### src/rtl/ldst_wb_pkg.sv
package ldst_wb_pkg;

  // register-file bank of one destination register
  function automatic int unsigned bank_of(input int unsigned reg_num,
                                          input int unsigned warp,
                                          input int unsigned shift,
                                          input int unsigned nbanks);
    return (reg_num + warp * shift) % nbanks;
  endfunction

endpackage

### src/rtl/wb_bank_map.sv
module wb_bank_map
  import ldst_wb_pkg::*;
#(
  parameter int NUM_DST         = 4,
  parameter int REG_W           = 6,
  parameter int WARP_W          = 5,
  parameter int NUM_BANKS       = 8,
  parameter int BANK_WARP_SHIFT = 1
) (
  input  logic [WARP_W-1:0]        warp_i,
  input  logic [NUM_DST*REG_W-1:0] regs_i,
  input  logic [NUM_DST-1:0]       rmask_i,
  output logic [NUM_BANKS-1:0]     need_o
);
  localparam int BANK_W = (NUM_BANKS > 1) ? $clog2(NUM_BANKS) : 1;

  logic [NUM_DST-1:0][NUM_BANKS-1:0] hit;

  for (genvar d = 0; d < NUM_DST; d++) begin : g_dst
    logic [BANK_W-1:0] bank;
    assign bank   = BANK_W'(bank_of(32'(regs_i[d*REG_W +: REG_W]), 32'(warp_i),
                                    BANK_WARP_SHIFT, NUM_BANKS));
    assign hit[d] = rmask_i[d] ? (NUM_BANKS'(1) << bank) : '0;
  end

  always_comb begin
    need_o = '0;
    for (int d = 0; d < NUM_DST; d++) need_o |= hit[d];
  end

endmodule

### src/rtl/wb_delay_pipe.sv
module wb_delay_pipe #(
  parameter int DEPTH = 6,
  parameter int W     = 8
) (
  input  logic         clk_i,
  input  logic         rst_ni,
  input  logic         in_valid_i,
  input  logic [W-1:0] in_data_i,
  output logic         in_ready_o,
  output logic         out_valid_o,
  output logic [W-1:0] out_data_o,
  input  logic         out_take_i
);
  logic [DEPTH-1:0] vld_q;
  logic [W-1:0]     dat_q [DEPTH];
  logic [DEPTH-1:0] free;

  // a stage may advance when it or any stage below it opens a hole
  always_comb begin
    free[0] = !vld_q[0] || out_take_i;
    for (int s = 1; s < DEPTH; s++) free[s] = !vld_q[s] || free[s-1];
  end

  assign in_ready_o  = free[DEPTH-1];
  assign out_valid_o = vld_q[0];
  assign out_data_o  = dat_q[0];

  always_ff @(posedge clk_i or negedge rst_ni) begin
    if (!rst_ni) begin
      vld_q <= '0;
      for (int s = 0; s < DEPTH; s++) dat_q[s] <= '0;
    end else begin
      for (int s = 0; s < DEPTH-1; s++) begin
        if (free[s]) begin
          vld_q[s] <= vld_q[s+1];
          dat_q[s] <= dat_q[s+1];
        end
      end
      if (free[DEPTH-1]) begin
        vld_q[DEPTH-1] <= in_valid_i;
        dat_q[DEPTH-1] <= in_data_i;
      end
    end
  end


  accept_lands_chk: assert property (@(posedge clk_i) disable iff (!rst_ni)
    in_valid_i && in_ready_o |=> vld_q[DEPTH-1]);


  head_hold_chk: assert property (@(posedge clk_i) disable iff (!rst_ni)
    vld_q[0] && !out_take_i |=> vld_q[0] && $stable(dat_q[0]));

endmodule

### src/rtl/wb_rsp_fifo.sv
module wb_rsp_fifo #(
  parameter int DEPTH = 4,
  parameter int W     = 8
) (
  input  logic         clk_i,
  input  logic         rst_ni,
  input  logic         push_i,
  input  logic [W-1:0] push_data_i,
  output logic         full_o,
  output logic         head_valid_o,
  output logic [W-1:0] head_data_o,
  input  logic         pop_i
);
  localparam int PTR_W = (DEPTH > 1) ? $clog2(DEPTH) : 1;
  localparam int CNT_W = $clog2(DEPTH + 1);
  localparam logic [PTR_W-1:0] LAST_PTR = PTR_W'(DEPTH - 1);
  localparam logic [CNT_W-1:0] FULL_CNT = CNT_W'(DEPTH);

  logic [W-1:0]     mem_q [DEPTH];
  logic [PTR_W-1:0] rd_q, wr_q;
  logic [CNT_W-1:0] cnt_q;
  logic             push_ok, pop_ok;

  assign full_o       = cnt_q >= FULL_CNT;
  assign head_valid_o = cnt_q != '0;
  assign head_data_o  = mem_q[rd_q];
  assign push_ok      = push_i && !full_o;
  assign pop_ok       = pop_i && head_valid_o;

  always_ff @(posedge clk_i or negedge rst_ni) begin
    if (!rst_ni) begin
      rd_q  <= '0;
      wr_q  <= '0;
      cnt_q <= '0;
      for (int i = 0; i < DEPTH; i++) mem_q[i] <= '0;
    end else begin
      if (push_ok) begin
        mem_q[wr_q] <= push_data_i;
        wr_q        <= (wr_q == LAST_PTR) ? '0 : wr_q + 1'b1;
      end
      if (pop_ok) rd_q <= (rd_q == LAST_PTR) ? '0 : rd_q + 1'b1;
      case ({push_ok, pop_ok})
        2'b10:   cnt_q <= cnt_q + 1'b1;
        2'b01:   cnt_q <= cnt_q - 1'b1;
        default: cnt_q <= cnt_q;
      endcase
    end
  end


  occupancy_bound_chk: assert property (@(posedge clk_i) disable iff (!rst_ni)
    cnt_q <= FULL_CNT);


  drop_when_full_chk: assert property (@(posedge clk_i) disable iff (!rst_ni)
    full_o && push_i && !pop_i |=> full_o && $stable(wr_q));

endmodule

### src/rtl/ldst_wb_arbiter.sv
module ldst_wb_arbiter #(
  parameter int PIPE_DEPTH      = 6,
  parameter int RSP_DEPTH       = 4,
  parameter int NUM_DST         = 4,
  parameter int REG_W           = 6,
  parameter int WARP_W          = 5,
  parameter int NUM_BANKS       = 8,
  parameter int BANK_WARP_SHIFT = 1
) (
  input  logic                     clk_i,
  input  logic                     rst_ni,
  input  logic                     smem_valid_i,
  output logic                     smem_ready_o,
  input  logic [WARP_W-1:0]        smem_warp_i,
  input  logic [NUM_DST*REG_W-1:0] smem_regs_i,
  input  logic [NUM_DST-1:0]       smem_rmask_i,
  input  logic                     rsp_valid_i,
  input  logic                     rsp_store_i,
  input  logic [WARP_W-1:0]        rsp_warp_i,
  input  logic [NUM_DST*REG_W-1:0] rsp_regs_i,
  input  logic [NUM_DST-1:0]       rsp_rmask_i,
  output logic                     rsp_full_o,
  input  logic [NUM_BANKS-1:0]     bank_busy_i,
  output logic                     smem_wb_o,
  output logic [WARP_W-1:0]        smem_wb_warp_o,
  output logic [NUM_DST*REG_W-1:0] smem_wb_regs_o,
  output logic [NUM_DST-1:0]       smem_wb_rmask_o,
  output logic                     rsp_wb_o,
  output logic [WARP_W-1:0]        rsp_wb_warp_o,
  output logic [NUM_DST*REG_W-1:0] rsp_wb_regs_o,
  output logic [NUM_DST-1:0]       rsp_wb_rmask_o,
  output logic [NUM_BANKS-1:0]     bank_wr_o,
  output logic                     st_ack_o,
  output logic [WARP_W-1:0]        st_ack_warp_o
);
  localparam int ENT_W = WARP_W + NUM_DST*REG_W + NUM_DST;
  localparam int RSP_W = ENT_W + 1;

  logic                     sm_vld, rs_vld, rs_store, rs_pop;
  logic [ENT_W-1:0]         sm_head;
  logic [RSP_W-1:0]         rs_head;
  logic [WARP_W-1:0]        sm_warp, rs_warp;
  logic [NUM_DST*REG_W-1:0] sm_regs, rs_regs;
  logic [NUM_DST-1:0]       sm_rmask, rs_rmask;
  logic [NUM_BANKS-1:0]     sm_need, rs_need, sm_claim, rs_claim;
  logic                     sm_go, rs_go;

  wb_delay_pipe #(.DEPTH(PIPE_DEPTH), .W(ENT_W)) u_pipe (
    .clk_i       (clk_i),
    .rst_ni      (rst_ni),
    .in_valid_i  (smem_valid_i),
    .in_data_i   ({smem_warp_i, smem_regs_i, smem_rmask_i}),
    .in_ready_o  (smem_ready_o),
    .out_valid_o (sm_vld),
    .out_data_o  (sm_head),
    .out_take_i  (sm_go)
  );

  wb_rsp_fifo #(.DEPTH(RSP_DEPTH), .W(RSP_W)) u_fifo (
    .clk_i        (clk_i),
    .rst_ni       (rst_ni),
    .push_i       (rsp_valid_i),
    .push_data_i  ({rsp_store_i, rsp_warp_i, rsp_regs_i, rsp_rmask_i}),
    .full_o       (rsp_full_o),
    .head_valid_o (rs_vld),
    .head_data_o  (rs_head),
    .pop_i        (rs_pop)
  );

  assign {sm_warp, sm_regs, sm_rmask}           = sm_head;
  assign {rs_store, rs_warp, rs_regs, rs_rmask} = rs_head;

  wb_bank_map #(.NUM_DST(NUM_DST), .REG_W(REG_W), .WARP_W(WARP_W),
                .NUM_BANKS(NUM_BANKS), .BANK_WARP_SHIFT(BANK_WARP_SHIFT)) u_sm_map (
    .warp_i  (sm_warp),
    .regs_i  (sm_regs),
    .rmask_i (sm_rmask),
    .need_o  (sm_need)
  );

  wb_bank_map #(.NUM_DST(NUM_DST), .REG_W(REG_W), .WARP_W(WARP_W),
                .NUM_BANKS(NUM_BANKS), .BANK_WARP_SHIFT(BANK_WARP_SHIFT)) u_rs_map (
    .warp_i  (rs_warp),
    .regs_i  (rs_regs),
    .rmask_i (rs_rmask),
    .need_o  (rs_need)
  );

  // shared result first; the queue head sees its banks as taken
  assign sm_go    = sm_vld && ((sm_need & bank_busy_i) == '0);
  assign sm_claim = sm_go ? sm_need : '0;
  assign st_ack_o = rs_vld && rs_store;
  assign rs_go    = rs_vld && !rs_store && ((rs_need & (bank_busy_i | sm_claim)) == '0);
  assign rs_claim = rs_go ? rs_need : '0;
  assign rs_pop   = st_ack_o || rs_go;

  assign bank_wr_o       = sm_claim | rs_claim;
  assign smem_wb_o       = sm_go;
  assign smem_wb_warp_o  = sm_warp;
  assign smem_wb_regs_o  = sm_regs;
  assign smem_wb_rmask_o = sm_rmask;
  assign rsp_wb_o        = rs_go;
  assign rsp_wb_warp_o   = rs_warp;
  assign rsp_wb_regs_o   = rs_regs;
  assign rsp_wb_rmask_o  = rs_rmask;
  assign st_ack_warp_o   = rs_warp;


  busy_bank_untouched_chk: assert property (@(posedge clk_i) disable iff (!rst_ni)
    (bank_wr_o & bank_busy_i) == '0);


  no_shared_bank_chk: assert property (@(posedge clk_i) disable iff (!rst_ni)
    smem_wb_o && rsp_wb_o |-> (u_sm_map.need_o & u_rs_map.need_o) == '0);


  ack_not_write_chk: assert property (@(posedge clk_i) disable iff (!rst_ni)
    st_ack_o |-> !rsp_wb_o);

endmodule

### config.mk
export PLATFORM = sky130hd
export DESIGN_NAME = ldst_wb_arbiter
export DESIGN_NICKNAME = d
export VERILOG_FILES = /design/src/rtl/ldst_wb_pkg.sv /design/src/rtl/wb_bank_map.sv /design/src/rtl/wb_delay_pipe.sv /design/src/rtl/wb_rsp_fifo.sv /design/src/rtl/ldst_wb_arbiter.sv
export SDC_FILE = /design/constraint.sdc
export NUM_CORES = 1
export LEC_CHECK = 0
export BUFFER_PORTS_ARGS = -buffer_cell sky130_fd_sc_hd__buf_2
export CORE_MARGIN = 5
export CORE_UTILIZATION = 53
export DETAILED_ROUTE_END_ITERATION = 10
export PLACE_DENSITY = 0.84
export SYNTH_ARGS = -nofsm -noshare
export SYNTH_HDL_FRONTEND = slang
export SYNTH_SLANG_ARGS = --single-unit
### constraint.sdc
create_clock -name clk_i -period 5.5 [get_ports clk_i]
set_clock_uncertainty 0.2 [all_clocks]
set_input_delay 1.1 -clock clk_i [delete_from_list [all_inputs] [get_ports clk_i]]
set_output_delay 1.1 -clock clk_i [all_outputs]
set_load 0.005 [all_outputs]
# Word-level counts from Yosys, hierarchy flattened
# Index checks and enable logic that the tools add are counted.
[word_totals] word_cells=104 out_inout_bits=84 inputBits=79 regBits=347
[classes] n_shift=8 n_reduce_logical=26 order_cmp=4 eq_ne=4 n_mux=19 bitwise=12 n_addsub=12
[op_table] op="$bwmux W136" n=1
[op_table] op="$mux W34" n=3
[op_table] op="$mux W8" n=10
[op_table] op="$bmux W34 S2" n=1
[op_table] op="$demux W34 S2" n=1
[op_table] op="$or A8 B8 Y8" n=8
[op_table] op="$shl A1 B3 Y8 const A" n=8
[op_table] op="$add A3 B3 Y3" n=8
[op_table] op="$and A8 B8 Y8" n=2
[op_table] op="$logic_not A8 Y1" n=2
[op_table] op="$ge A3 B3 Y1 const B" n=3
[op_table] op="$logic_not A1 Y1" n=8
[op_table] op="$logic_and A1 B1 Y1" n=7
[op_table] op="$logic_or A1 B1 Y1" n=7
[op_table] op="$eq A2 B2 Y1 const B" n=3
[op_table] op="$not A2 Y3" n=2
[op_table] op="$pmux W3 S2" n=1
[op_table] op="$add A2 B1 Y2 const B" n=2
[op_table] op="$mux W2" n=2
[op_table] op="$add A3 B1 Y3 const B" n=1
[op_table] op="$lt A3 B1 Y1 const B" n=1
[op_table] op="$reduce_bool A3 Y1" n=1
[op_table] op="$sub A3 B1 Y3 const B" n=1
[op_table] op="$eq A2 B1 Y1 const B" n=1
[op_table] op="$reduce_bool A2 Y1" n=1

# Logic depth before layout (Yosys ltp)
[logic_depth] ltp_word=18 ltp_mapped=18 ltp_nobuf=16

# Cells and area by module
# From an unflattened synthesis, not the netlist that was laid out.
[hier_totals] cells_unflattened=1026 hier_area_um2=16412.0
[by_module_without_submodules] mod="wb_delay_pipe" seq_area_each_um2=5104.9 instances=1 cells_each=472 area_per_inst_um2=7895.1
[by_module_without_submodules] mod="wb_rsp_fifo" seq_area_each_um2=3578.4 instances=1 cells_each=369 area_per_inst_um2=6952.9
[by_module_without_submodules] mod="wb_bank_map at u_rs_map" seq_area_each_um2=0.0 instances=1 cells_each=76 area_per_inst_um2=676.9
[by_module_without_submodules] mod="wb_bank_map at u_sm_map" seq_area_each_um2=0.0 instances=1 cells_each=69 area_per_inst_um2=578.1
[by_module_without_submodules] mod="ldst_wb_arbiter" seq_area_each_um2=0.0 instances=1 cells_each=40 area_per_inst_um2=309.0

# Least setup slack after synthesis
# No wires, ideal clock.
[synth_timing] kind="flip-flop to output port" startpoint="register u_fifo.rd_q[0]" endpoint="output bank_wr_o[0]" path_slack_ns=-0.217 stages_incl_launch_ff=15 path_buffers=4 arrival_ns=4.417 t_required_ns=4.200 cell_sequence="dfrtp_1 > buf_6 > buf_4 > buf_1 > mux4_2 > ha_1 > fa_1 > xnor3_2 > nor2b_4 > a2111oi_4 > o22ai_1 > nand3b_4 > or4_1 > buf_4 > o22ai_1"
[synth_between] elab_chain_cells=15 word_cells_on_any_way=26 classes_between="add/sub: 4; shift: 4; mux: 8; bitwise: 6; reduce/logical: 4"
[synth_rtl] element="start: declaration" line="wb_rsp_fifo.sv:20" text="logic [PTR_W-1:0] rd_q, wr_q;"
[synth_rtl] element="start signal: assignment" line="wb_rsp_fifo.sv:41" text="if (pop_ok) rd_q <= (rd_q == LAST_PTR) ? '0 : rd_q + 1'b1;"
[synth_rtl] element="$not A2 Y3 (implied by the code) (*)" line="wb_rsp_fifo.sv:26" text="assign head_data_o = mem_q[rd_q];"
[synth_rtl] element="$bmux W34 S2 (*)" line="wb_rsp_fifo.sv:26"
[synth_rtl] element="$mux W34 (implied by the code) (*) (2 in series)" line="wb_rsp_fifo.sv:26"
[synth_rtl] element="via rsp_wb_regs_o[0]" line="ldst_wb_arbiter.sv:30" text="output logic [NUM_DST*REG_W-1:0] rsp_wb_regs_o,"
[synth_rtl] element="$add A3 B3 Y3 (*)" line="ldst_wb_pkg.sv:8" text="return (reg_num + warp * shift) % nbanks;"
[synth_rtl] element="$shl A1 B3 Y8 (*)" line="wb_bank_map.sv:23" text="assign hit[d] = rmask_i[d] ? (NUM_BANKS'(1) << bank) : '0;"
[synth_rtl] element="$mux W8 (*)" line="wb_bank_map.sv:23"
[synth_rtl] element="$or A8 B8 Y8 (*) (3 in series)" line="wb_bank_map.sv:28" text="for (int d = 0; d < NUM_DST; d++) need_o |= hit[d];"
[synth_rtl] element="$and A8 B8 Y8" line="ldst_wb_arbiter.sv:93" text="assign rs_go = rs_vld && !rs_store && ((rs_need & (bank_busy_i | sm_claim)) == '0);"
[synth_rtl] element="$logic_not A8 Y1" line="ldst_wb_arbiter.sv:93"
[synth_rtl] element="$logic_and A1 B1 Y1" line="ldst_wb_arbiter.sv:93"
[synth_rtl] element="$mux W8 (*)" line="ldst_wb_arbiter.sv:94" text="assign rs_claim = rs_go ? rs_need : '0;"
[synth_rtl] element="$or A8 B8 Y8 (*)" line="ldst_wb_arbiter.sv:97" text="assign bank_wr_o = sm_claim | rs_claim;"
[synth_rtl] element="end: declaration" line="ldst_wb_arbiter.sv:32" text="output logic [NUM_BANKS-1:0] bank_wr_o,"
# The timed path passes the listed nets; every way through them passes the cells marked *. The select of a mux whose other input is x is not followed.

# Worst setup path in the final report
[layout_timing] startpoint="register u_fifo.rd_q[0]" endpoint="output bank_wr_o[4]"
[layout_between] elab_chain_cells=15 word_cells_on_any_way=26 classes_between="add/sub: 4; shift: 4; mux: 8; bitwise: 6; reduce/logical: 4"
[layout_rtl] element="$not A2 Y3 (implied by the code) (*)" line="wb_rsp_fifo.sv:26"
[layout_rtl] element="$bmux W34 S2 (*)" line="wb_rsp_fifo.sv:26"
[layout_rtl] element="$mux W34 (implied by the code) (*) (2 in series)" line="wb_rsp_fifo.sv:26"
[layout_rtl] element="$add A3 B3 Y3" line="ldst_wb_pkg.sv:8"
[layout_rtl] element="$shl A1 B3 Y8" line="wb_bank_map.sv:23"
[layout_rtl] element="$mux W8" line="wb_bank_map.sv:23"
[layout_rtl] element="$or A8 B8 Y8 (3 in series)" line="wb_bank_map.sv:28"
[layout_rtl] element="$and A8 B8 Y8" line="ldst_wb_arbiter.sv:93"
[layout_rtl] element="$logic_not A8 Y1" line="ldst_wb_arbiter.sv:93"
[layout_rtl] element="$logic_and A1 B1 Y1" line="ldst_wb_arbiter.sv:93"
[layout_rtl] element="$mux W8 (*)" line="ldst_wb_arbiter.sv:94"
[layout_rtl] element="$or A8 B8 Y8 (*)" line="ldst_wb_arbiter.sv:97"
# Every way passes the cells marked *; elsewhere a longest branch is shown, timed or not. The select of a mux whose other input is x is not followed.

==> impl_metrics.yaml <==
logic_synthesis:
  synthXorXnorAreaFrac_pct: 1.81
  synth_compound_area_share_pct: 2.98
  syn_area_mm2: 0.0155
  ys_warn_count: 0
  synthArstFlopShare_pct: 100
  synth_edf_count: 0
  ys_seq_area_share_pct: 55.9
  ys.flop_type: "dfrtp_1"
  avgSynthCellArea_um2: 14.2
  syn_nets: 1195
  synthCells: 1093
  synth.distinct_cells: 57
  synth.area.mux_share_pct: 26.7
  synthAdderAreaFrac_pct: 2.29
  ys_ff_latch: 347
  synth_top_family_by_area: "multiplexers"
  synth-simple-area-share_pct: 6.35
clocking:
  cts.sinks: 347
  clk_pin_slew_ns: 0.06
  hold_buffers: 0
  numCtsBuffers: 36
  clock_path_buffers: 3
  cts_root_buf: "clkbuf_16"
  clk_latency_ns: 0.51
  cts_htree_levels: 2
  tritoncts: "yes"
sta:
  rsz0062_at_grt: "yes"
  setup_violations: 4
  relSlewSlack_pct: 30.6
  fmax_mhz: 181
  tightest_slew_ns: 1.04
  layout_min_cycle_time_ns: 5.54
  fin_ws_ns: -0.0353
  finalMaxSlewViolations: 0
  hold_viol_final: 0
  finalSetupTns_ns: -0.0639
  fin_crit_sh_pct: 101
layout:
  n_antenna_cell: 0
  drive_gt1_share_pct: 48.2
  syn2layout_area_growth_pct: 14.5
  nNetsFinal: 1336
  n_fill_cell: 2099
  stdcell_count: 1642
routing:
  first_iter_violations: 618
  routed_wl_um: 33600
  dr_total_vias: 9286
  first_pass_iters: 5
  detail-route-antenna-nets: 0
  drc: 0
  wl_per_cell_um: 20.5
  viasPerCell: 5.66
global_routing:
  grt_max_degree: 134
  grt_util_all_layers_pct: 20.8
  antenna_found_initial: 1
  grt.overflow.total: 0
  grt_pass1_wl_um: 55400
  grt_pass1_vias: 10000
place:
  io_buffer_count: 162
  dp_cells: 1569
  gp_congestion: 0.880
  dp_hpwl_um: 22400
worst_hold_path:
  hp-class: "flop to flop"
critical_path:
  worst-r2r-cell-count: 16
  crit_path_max_fanout: 6
  cp-end-kind: "primary output"
  r2r-start: "u_fifo.rd_q[0]"
  arrival_ns: 4.24
  endpoint: "bank_wr_o[4]"
  crit_start: "u_fifo.rd_q[0]"
  crit_type: "flop to primary output"
  ff2ff_setup_slack_ns: 0.69
  rr_endpoint: "u_fifo.cnt_q[2]"
  start_kind: "flop"
  required_ns: 4.20
run_status:
  violations: "negative setup slack"
  outcome: "finished, violations left"
floorplan:
  rows: 62
  start_util_pct: 53.9
  die_h_um: 181
  pin_count: 163
  die_width_um: 181
  core_area_mm2: 0.0288
  die_area_mm2: 0.0328
run:
  max_cap_violations: 0
## worst min path at each step
stage,endpoint,slack [ns],cells past startpoint,from
floorplan,u_pipe.vld_q[0],0.23,2,u_pipe.vld_q[1]
global placement,u_pipe.vld_q[0],0.24,2,u_pipe.vld_q[1]
detailed placement,u_pipe.dat_q[75],0.25,2,u_pipe.dat_q[75]
CTS,u_pipe.dat_q[75],0.26,2,u_pipe.dat_q[75]
global route,u_pipe.dat_q[89],0.29,2,u_pipe.dat_q[89]
finish,u_pipe.dat_q[75],0.26,2,u_pipe.dat_q[75]
## registers in the layout, summed over array words and instances, names as in the netlist
| signal | count |
|---|---|
| u_fifo.cnt_q | 3 |
| u_pipe.out_data_o | 33 |
| u_pipe.vld_q | 6 |
| u_fifo.rd_q | 2 |
| u_fifo.mem_q | 136 |
| u_pipe.dat_q | 165 |
| u_fifo.wr_q | 2 |
## critical path, cell delays in order, from the launching register on
cell	delay [ns]
dfrtp_2	0.43
mux4_2	0.64
ha_1	0.26
fa_2	0.34
xnor3_2	0.30
nor2b_1	0.19
a2111oi_4	0.41
o22ai_1	0.13
nand3b_4	0.19
or4_4	0.54
o22ai_1	0.17
buf_2	0.14
## cells in the mapped netlist (2+ instances only)
master     instances  area, um^2
nor3b_1            4        30.0
a32o_1             2        20.0
o21ai_1            3        15.0
or3b_2             6        52.6
nor2_1            15        56.3
buf_2             18        90.1
xnor3_1            5         113
xnor3_2            3        71.3
nand3_1            8        40.0
o22ai_1           19         119
inv_1             25        93.8
mux4_2            34         766
a2111oi_4          2        55.1
or3_1              3        18.8
buf_1              2        7.51
fa_1               9         180
o32ai_1            3        26.3
nand2_1          117         439
nor3_1             8        40.0
o31ai_1            3        22.5
or3b_1             2        17.5
ha_1              14         175
dfrtp_1          347        8680
mux2_1            10         113
clkbuf_1          26        97.6
xor3_1             3        71.3
inv_2              2        7.51
nor2b_1           11        68.8
o21ai_0           11        55.1
mux2_2           289        3250
buf_4             40         300
xor2_1             2        17.5
nand2b_1           6        37.5
and3_1             6        37.5
nand3b_1          10        75.1
o22a_1             4        35.0
## final cells by class
type                    instances  area (um^2)  area share, %
inverters                      27          104          0.585
clock buffers                  53         1050           5.89
well taps                     384          480           2.70
multi-input cells             633         6340           35.7
clock inverters                 9         58.8          0.331
repair buffers                189         1050           5.92
flip-flops and latches        347         8680           48.9
## timing repair
item | in CTS | in global routing
pin swaps | 6 | 6
gates resized for setup | 7 | 11
buffers inserted | 5 | 5
setup endpoints to repair | 9 | 10
cloned | 1 | 0
## kinds of logic (layout without fill, tap and decap cells)
logic type,after synthesis,in the layout
AND/OR/NAND/NOR,203,204
XOR/XNOR,14,14
AO/OA/AOI/OAI,58,58
flip-flops,347,347
adder cells (fa/ha/maj),23,23
buffers and inverters,114,278
multiplexers,334,334
## routing by layer
| metal | up-vias | global-route usage [%] | routed length, um | part of all wire [%] |
|---|---|---|---|---|
| li1 | 4138 | - | - | - |
| met1 | 4835 | 28.8 | 14500 | 43 |
| met4 | 2 | 6.18 | 888 | 2.6 |
| met2 | 251 | 33.8 | 16600 | 49 |
| met3 | 60 | 4.02 | 1610 | 4.8 |
| met5 | - | 0 | 13 | 0.039 |
## placed cells by master (no fill, tap or decap), types with 11 or more instances in the layout
cell       netlist  routed
buf_2           18     161
buf_4           40      24
clkbuf_16        0      37
dfrtp_1        347     346
ha_1            14      14
inv_1           25      25
mux2_2         289     289
mux4_2          34      34
nand2_1        117     113
nor2_1          15      14
nor2b_1         11      11
o22ai_1         19      15
## stage by stage
stage | util [%] | setup WS [ns] | hold slack, ns | instance area (um^2)
after floorplan | - | 0.0580 | 0.229 | 15500
after global placement | 57.3 | 0.209 | 0.238 | 16500
after detailed placement | 57.3 | 0.108 | 0.250 | 16500
after CTS | 61.4 | -0.0592 | 0.263 | 17700
after global routing | 61.7 | -0.180 | 0.285 | 17800
final | 61.7 | -0.0353 | 0.257 | 17800
Power is not shown: default switching activity piles up to over one toggle a cycle in this logic, so the estimate is an artifact.
